### config.mk
export PLATFORM = sky130hd
export DESIGN_NAME = sysbus_master
export DESIGN_NICKNAME = d
export VERILOG_FILES = /design/src/rtl/sysbus_pkg.sv /design/src/rtl/sysbus_ctrl.sv /design/src/rtl/sysbus_dpath.sv /design/src/rtl/sysbus_master.sv
export SDC_FILE = /design/constraint.sdc
export NUM_CORES = 1
export LEC_CHECK = 0
export BUFFER_PORTS_ARGS = -buffer_cell sky130_fd_sc_hd__clkbuf_2
export CORE_AREA = 2 2 133 135
export CTS_BUF_LIST = sky130_fd_sc_hd__clkbuf_4 sky130_fd_sc_hd__clkbuf_8
export DETAILED_ROUTE_END_ITERATION = 12
export DIE_AREA = 0 0 135 137
export GPL_TIMING_DRIVEN = 0
export PLACE_DENSITY = 0.91
export SLEW_MARGIN = 5
export SYNTH_ARGS = -nofsm -noshare
export SYNTH_HDL_FRONTEND = slang
export SYNTH_HIERARCHICAL = 1
export SYNTH_SLANG_ARGS = --single-unit
### constraint.sdc
create_clock -name clk -period 2.4 [get_ports clk]
set_input_delay 0.24 -clock clk [delete_from_list [all_inputs] [get_ports clk]]
set_output_delay 0.24 -clock clk [all_outputs]
set_load 0.02 [all_outputs]
### src/rtl/sysbus_pkg.sv
package sysbus_pkg;
  typedef enum logic [2:0] {
    ST_IDLE, ST_ADDR, ST_WDATA, ST_RDWAIT, ST_GRANT, ST_REGAIN
  } busState_t;

  typedef struct packed {
    logic latchReq;
    logic driveAddr;
    logic driveData;
    logic captureRd;
  } ctrlStrobes_t;
endpackage

### src/rtl/sysbus_ctrl.sv
module sysbus_ctrl
  import sysbus_pkg::*;
(
  input  logic         clk,
  input  logic         rstN,
  input  logic         reqValid,
  input  logic         reqWrite,
  input  logic         extRqstN,
  input  logic         rdRdyN,
  input  logic         wrRdyN,
  input  logic         validInN,
  output ctrlStrobes_t strobes,
  output logic         releaseN,
  output logic         validOutN,
  output logic         busOe,
  output logic         reqAck
);
  busState_t state, stateNext;
  logic      ackQ;
  logic      curWrite;
  logic      issueRd, issueWr;

  assign issueRd = reqValid && !reqWrite && !rdRdyN && !ackQ;
  assign issueWr = reqValid &&  reqWrite && !wrRdyN && !ackQ;

  always_comb begin
    stateNext = state;
    unique case (state)
      ST_IDLE:   if (!extRqstN)               stateNext = ST_GRANT;
                 else if (issueRd || issueWr) stateNext = ST_ADDR;
      ST_ADDR:   stateNext = curWrite ? ST_WDATA : ST_RDWAIT;
      ST_WDATA:  stateNext = ST_IDLE;
      ST_RDWAIT: if (!validInN)              stateNext = ST_REGAIN;
      ST_GRANT:  if (extRqstN)               stateNext = ST_REGAIN;
      ST_REGAIN: stateNext = ST_IDLE;
      default:   stateNext = ST_IDLE;
    endcase
  end

  always_ff @(posedge clk or negedge rstN) begin
    if (!rstN) begin
      state    <= ST_IDLE;
      ackQ     <= 1'b0;
      curWrite <= 1'b0;
    end else begin
      state <= stateNext;
      ackQ  <= (state == ST_WDATA) || (state == ST_RDWAIT && !validInN);
      if (state == ST_IDLE && extRqstN && (issueRd || issueWr))
        curWrite <= reqWrite;
    end
  end

  always_comb begin
    strobes.latchReq  = (state == ST_IDLE) && extRqstN && (issueRd || issueWr);
    strobes.driveAddr = (state == ST_ADDR);
    strobes.driveData = (state == ST_WDATA);
    strobes.captureRd = (state == ST_RDWAIT) && !validInN;
  end

  assign releaseN  = !(state == ST_RDWAIT || state == ST_GRANT);
  assign busOe     = (state == ST_ADDR) || (state == ST_WDATA);
  assign validOutN = !busOe;
  assign reqAck    = ackQ;
endmodule

### src/rtl/sysbus_dpath.sv
module sysbus_dpath
  import sysbus_pkg::*;
#(
  parameter int DATA_W = 64,
  parameter int ADDR_W = 36,
  parameter int CMD_W  = 9
) (
  input  logic              clk,
  input  logic              rstN,
  input  logic              mode32,
  input  ctrlStrobes_t      strobes,
  input  logic              reqWrite,
  input  logic              reqDouble,
  input  logic [ADDR_W-1:0] reqAddr,
  input  logic [DATA_W-1:0] reqData,
  input  logic [DATA_W-1:0] busAdIn,
  input  logic [DATA_W/8-1:0] chkIn,
  output logic [DATA_W-1:0] busAdOut,
  output logic [DATA_W/8-1:0] chkOut,
  output logic [CMD_W-1:0]  cmdOut,
  output logic [DATA_W-1:0] rdData,
  output logic              rdValid,
  output logic              rdParityErr
);
  localparam int CHK_W  = DATA_W / 8;
  localparam int HALF_W = DATA_W / 2;
  localparam int HALF_C = CHK_W / 2;

  logic [ADDR_W-1:0] addrQ;
  logic [DATA_W-1:0] dataQ;
  logic              writeQ, doubleQ;
  logic [DATA_W-1:0] laneMask;
  logic [CHK_W-1:0]  chkMask, parOut, parIn;
  logic [DATA_W-1:0] addrWord, maskedIn;

  for (genvar b = 0; b < CHK_W; b++) begin : g_lane
    assign chkMask[b] = !mode32 || (b < HALF_C);
    assign laneMask[8*b +: 8] = {8{chkMask[b]}};
    assign parOut[b] = ^dataQ[8*b +: 8];
    assign parIn[b]  = ^busAdIn[8*b +: 8];
  end

  assign maskedIn = busAdIn & laneMask;

  always_comb begin
    addrWord = '0;
    addrWord[ADDR_W-1:0] = addrQ;
    if (doubleQ) addrWord[2:0] = 3'b000;
  end

  always_ff @(posedge clk or negedge rstN) begin
    if (!rstN) begin
      addrQ <= '0; dataQ <= '0; writeQ <= 1'b0; doubleQ <= 1'b0;
      rdData <= '0; rdValid <= 1'b0; rdParityErr <= 1'b0;
    end else begin
      if (strobes.latchReq) begin
        addrQ   <= reqAddr;
        dataQ   <= reqData;
        writeQ  <= reqWrite;
        doubleQ <= reqDouble;
      end
      rdValid <= strobes.captureRd;
      if (strobes.captureRd) begin
        rdData      <= maskedIn;
        rdParityErr <= |((parIn ^ chkIn) & chkMask);
      end else begin
        rdParityErr <= 1'b0;
      end
    end
  end

  always_comb begin
    busAdOut = '0;
    chkOut   = '0;
    cmdOut   = '0;
    if (strobes.driveAddr) begin
      busAdOut       = addrWord & laneMask;
      cmdOut[CMD_W-1] = 1'b0;
      cmdOut[CMD_W-2] = writeQ;
      cmdOut[CMD_W-3] = doubleQ;
    end else if (strobes.driveData) begin
      busAdOut        = dataQ & laneMask;
      chkOut          = parOut & chkMask;
      cmdOut[CMD_W-1] = 1'b1;
      cmdOut[CMD_W-2] = 1'b1;
    end
  end

  logic unusedHalf;
  assign unusedHalf = ^HALF_W;
endmodule

### src/rtl/sysbus_master.sv
module sysbus_master
  import sysbus_pkg::*;
(
  input  logic        clk,
  input  logic        rstN,
  input  logic        mode32,
  input  logic        reqValid,
  input  logic        reqWrite,
  input  logic        reqDouble,
  input  logic [35:0] reqAddr,
  input  logic [63:0] reqData,
  output logic        reqAck,
  output logic [63:0] rdData,
  output logic        rdValid,
  output logic        rdParityErr,
  input  logic        extRqstN,
  output logic        releaseN,
  input  logic        rdRdyN,
  input  logic        wrRdyN,
  input  logic        validInN,
  output logic        validOutN,
  output logic [63:0] busAdOut,
  input  logic [63:0] busAdIn,
  output logic        busOe,
  output logic [7:0]  chkOut,
  input  logic [7:0]  chkIn,
  output logic [8:0]  cmdOut,
  input  logic [8:0]  cmdIn,
  output logic        cmdParity
);
  ctrlStrobes_t strobes;

  sysbus_ctrl ctrl_i (
    .clk, .rstN, .reqValid, .reqWrite, .extRqstN, .rdRdyN, .wrRdyN,
    .validInN, .strobes, .releaseN, .validOutN, .busOe, .reqAck
  );

  sysbus_dpath #(.DATA_W(64), .ADDR_W(36), .CMD_W(9)) dpath_i (
    .clk, .rstN, .mode32, .strobes, .reqWrite, .reqDouble, .reqAddr,
    .reqData, .busAdIn, .chkIn, .busAdOut, .chkOut, .cmdOut, .rdData,
    .rdValid, .rdParityErr
  );

  logic unusedCmd;
  assign unusedCmd = ^cmdIn;
  assign cmdParity = 1'b0;
endmodule

# Word-level counts from Yosys, hierarchy flattened
# Index checks and enable logic that the tools add are counted.
# classes
bitwise	6
reduce_logical	40
n_eq_ne	7
muxes	15
# ops
cell	count
$and 64x64->64	2
$mux 64	2
$reduce_xor 8->1	16
$and 36x64->64	1
$and 8x8->8	2
$mux 8	2
$mux 3	5
$pmux 3 s4	1
$logic_and 1x1->1	9
$logic_not 1->1	8
$reduce_or 8->1	1
$xor 8x8->8	1
$eq 3x2->1 const B	2
$logic_or 1x1->1	4
$mux 2	2
$ne 2x2->1 const B	2
$eq 3x1->1 const B	1
$eq 3x3->1 const B	1
$logic_not 3->1	1
$mux 1	3
$ne 3x2->1 const B	1
$reduce_and 3->1	1
# word_totals
output_inout_bits	152
inputBits	191
wordCells	77
reg_bits	172

# Depth between registers and ports, before layout
# logic_depth
ltp_word	8
mapped_depth	8
mapped_depth_nobuf	6

# By module
# Netlist, hierarchy kept.
# by_module_without_submodules
mod	area_per_inst_um2	cells_each	seq_area_each_um2	n_inst
sysbus_dpath	8106.5	644	4204.0	1
sysbus_ctrl	291.5	29	125.1	1
sysbus_master	11.3	2	0.0	1

# Least setup slack after synthesis
# OpenSTA, ideal clock, no wires.
# synth_path
kind	reg-to-output
start	register ctrl_i.state[2]
end	output port busAdOut[2]
path_slack_ps	292
path_buffers	2
t_arrival_ps	1868
required_ps	2160
stages_incl_launch_ff	8
cell_sequence	dfrtp_1 -> nor3b_1 -> nand2b_1 -> inv_1 -> clkbuf_1 -> buf_2 -> nand2_1 -> o21ai_0
# synth_rtl
item	line_no	text
from (decl)	sysbus_ctrl.sv:18	busState_t state, stateNext;
from (signal assigned)	sysbus_ctrl.sv:46	state <= stateNext;
to (decl)	sysbus_master.sv:22	output logic [63:0] busAdOut,

==> results.yml <==
clocking:
  clk_pin_slew_ps: 100
  worstSkewPairLatency_ps: 460
  clockBufferDepth: 2
  cts_inserted_buffers: 17
  cts_tree: "yes"
  cts.sink_count: 173
  htree_levels: 4
  clockRootBuffer: "clkbuf_8"
power_and_ir_drop:
  power_frac_comb_pct: 47.0
  p_sw_mw: 5.85
  p_clk_share_pct: 14.8
  ir_drop_mv: 0.902
  intPower_mw: 8.62
  total_power_mw: 14.5
  swShare_pct: 40.5
  p_leak_nw: 5.76
  sequentialPowerShare_pct: 38.2
  powerDensity_nw_per_um2: 1230
placed_design:
  gp_congestion: 0.856
  detailed_place_hpwl_um: 17400
  io_buffers: 326
synthesis:
  async_flop_share_pct: 100
  synth_cell_type_count: 31
  synth_area_per_cell_um2: 12.5
  yosys.area.top_type: "dfrtp_1"
  synthFlopType: "dfrtp_1"
  seq_area_frac_synth_pct: 51.5
  synth-seq-cells: 173
  netlist.area_leader.share_pct: 51.5
  syn_inst: 675
  synth_common_cells: "dfrtp_1, mux2_2, xnor2_1"
  synth_edf_count: 0
  synth_most_common_cell: "dfrtp_1"
  synth_area_leaders: "dfrtp_1, mux2_2, xnor2_1"
  synthesis.area_um2: 8410
  yosysWarnings: 6
sta:
  max_freq_mhz: 416
  hold_violations: 0
  relSlewSlack_pct: 50.5
  post-route-period-util_pct: 100
  fin_crit_ps: 2410
  worst_slew_pin_slew_ps: 742
  setup_viol: 1
  setup_ws_ps: -6.40
  drv_slew: 0
  worst_clock_skew_ps: 19.8
  rsz0062_at_grt: "true"
setup_path:
  arrival_ps: 2170
  critical_path.max_fanout: 7
  crit_required_ps: 2160
  start_kind: "flip-flop"
  criticalPathCategory: "reg -> out"
  critPathSlowestCell: "dfrtp_2"
  worstPathCellList: "nand2b_4 > nor2_4 > nand2b_4 > inv_4 > clkbuf_16 > clkbuf_16 > a22o_1 > clkbuf_8"
  slowest_delay_ps: 460
  ff2ff_setup_slack_ps: 240
  crit_path_end_kind: "output pin"
global_routing:
  antenna_found_initial: 0
  grt_max_degree: 89
  grt_usage_pct: 26.6
  grt_overflow: 0
  first_global_vias: 7176
  grt_pass1_wl_um: 37800
floorplanning:
  die_y_um: 137
  start_util_pct: 49.3
  rows: 48
  die_w_um: 135
  die_area_um2: 18500
  core-area_um2: 17100
  ios: 343
layout:
  fin_nets: 1281
  final_core_util_pct: 69.1
  area_growth_pct: 40.1
  drive_above_1_share_pct: 50.6
  n_antenna_cell: 0
flow_run:
  cap_violations: 0
run_status:
  outcome: "complete, but fails checks"
  violations: "negative setup slack"
route:
  drc_errors: 0
  postRouteWirelength_um: 26400
  drt_iter0_drc: 343
  via_per_inst: 5.24
  drtAntennaViolNets: 0
  vias: 6956
  routedWlPerCell_um: 19.9
  drtPass1Iterations: 7
min_path:
  hold_path.class: "in -> reg"
-- power groups by stage --
stage	clock network [mW]	registers [mW]	logic, mW
2_1_floorplan	0	5.82	3.76
3_3_place_gp	0	5.33	5.93
3_5_place_dp	0	5.42	6.10
4_1_cts	2.16	5.40	6.48
5_1_grt	2.31	5.68	7.25
6_report	2.14	5.53	6.80
-- final timing paths --
path | start | to | cells after the start
setup / recovery | ctrl_i/state[2]$_DFFE_PN0P_ | busAdOut[8] | 8
hold / removal | reqData[5] | dpath_i/dataQ[5]$_DFFE_PN0P_ | 2
setup reg to reg | ctrl_i/state[1]$_DFFE_PN0P_ | dpath_i/dataQ[60]$_DFFE_PN0P_ | 4
hold reg to reg | dpath_i/rdData[13]$_DFFE_PN0P_ | dpath_i/rdData[13]$_DFFE_PN0P_ | 1
max in group asynchronous | rstN | dpath_i/rdData[46]$_DFFE_PN0P_ | 3
min in group asynchronous | rstN | dpath_i/addrQ[11]$_DFFE_PN0P_ | 2
-- metrics by stage --
step / hold WS (ps) / instances / area [um2] / setup slack [ps] / TNS, ps
floorplan: -55.6 / 680 / 8430 / 293 / 0
global placement: 472 / 1231 / 10300 / -2020 / -368880
detailed placement: 333 / 1232 / 10400 / -471 / -24790
CTS: 0.00416 / 1318 / 11600 / -63.0 / -674
global route: -8.96 / 1328 / 11800 / -89.4 / -1310
finish: 24.5 / 1328 / 11800 / -6.40 / -6.40
-- sequential cells by signal, indices dropped and copies added, names as in the netlist --
signal,count
ctrl_i/curWrite,1
ctrl_i/reqAck,1
ctrl_i/state,3
dpath_i/addrQ,36
dpath_i/dataQ,64
dpath_i/doubleQ,1
dpath_i/rdData,64
dpath_i/rdParityErr,1
dpath_i/rdValid,1
dpath_i/writeQ,1
-- cells by family after synthesis --
kind of cell | after synthesis | share of synthesized area [%]
compound gates | 75 | 6.13
xor+xnor | 114 | 12.9
buf+inv | 77 | 3.87
flops | 173 | 51.5
mux | 136 | 18.2
other cells | 2 | 0.0893
simple gates | 98 | 7.34
-- cells in the final DEF (no fill, tap or decap), types with 5 or more instances in the layout --
| cell | Yosys | routed |
|---|---|---|
| clkbuf_2 | 0 | 301 |
| and2_1 | 29 | 29 |
| xnor2_1 | 76 | 76 |
| a22o_1 | 31 | 29 |
| conb_1 | 2 | 7 |
| inv_8 | 0 | 5 |
| xor2_1 | 32 | 32 |
| clkbuf_1 | 28 | 9 |
| buf_6 | 0 | 16 |
| clkbuf_8 | 0 | 30 |
| clkbuf_4 | 0 | 6 |
| nand2_1 | 7 | 7 |
| mux2_2 | 134 | 134 |
| inv_6 | 0 | 5 |
| xnor3_1 | 6 | 6 |
| buf_2 | 8 | 13 |
| nor2_1 | 17 | 15 |
| dlygate4sd3_1 | 0 | 53 |
| o21ai_0 | 33 | 33 |
| nand3b_1 | 32 | 32 |
| inv_1 | 34 | 33 |
| buf_4 | 7 | 19 |
| dfrtp_1 | 173 | 170 |
-- area by class of cell --
type	count	area (um2)
inverters	34	130
multi-input cells	430	3840
plain buffers	42	305
clock buffers	19	262
well taps	225	282
fillers	1152	5270
clock inverters	13	146
repair buffers	392	2480
flip-flops and latches	173	4330
-- repair_timing --
item                                    in CTS  in global routing
resized for setup                           67                 71
endpoints found under the setup margin     144                135
hold buffers                                45                  8
pin swaps                                    7                  9
endpoints found under the hold margin      130                  8
setup buffers                                6                  4
gates cloned                                 3                  0
-- critical path, delay by kind of cell (launching register included) --
family | cells | cell delay, ps
simple gates | 3 | 490
buf+inv | 4 | 560
flops | 1 | 460
compound gates | 1 | 220
-- per-layer routing --
metal  up-vias  part of all wire, %  track usage [%]  wire length [um]
li1       3104                    -                -                 -
met1      3406                   36             30.1              9620
met2       376                   52             47.0             13700
met3        70                  8.3             7.74              2200
met4         0                  3.4             11.7               901
met5         -                    0                0                 0
No activity file was read; power rests on OpenSTA's default activity.
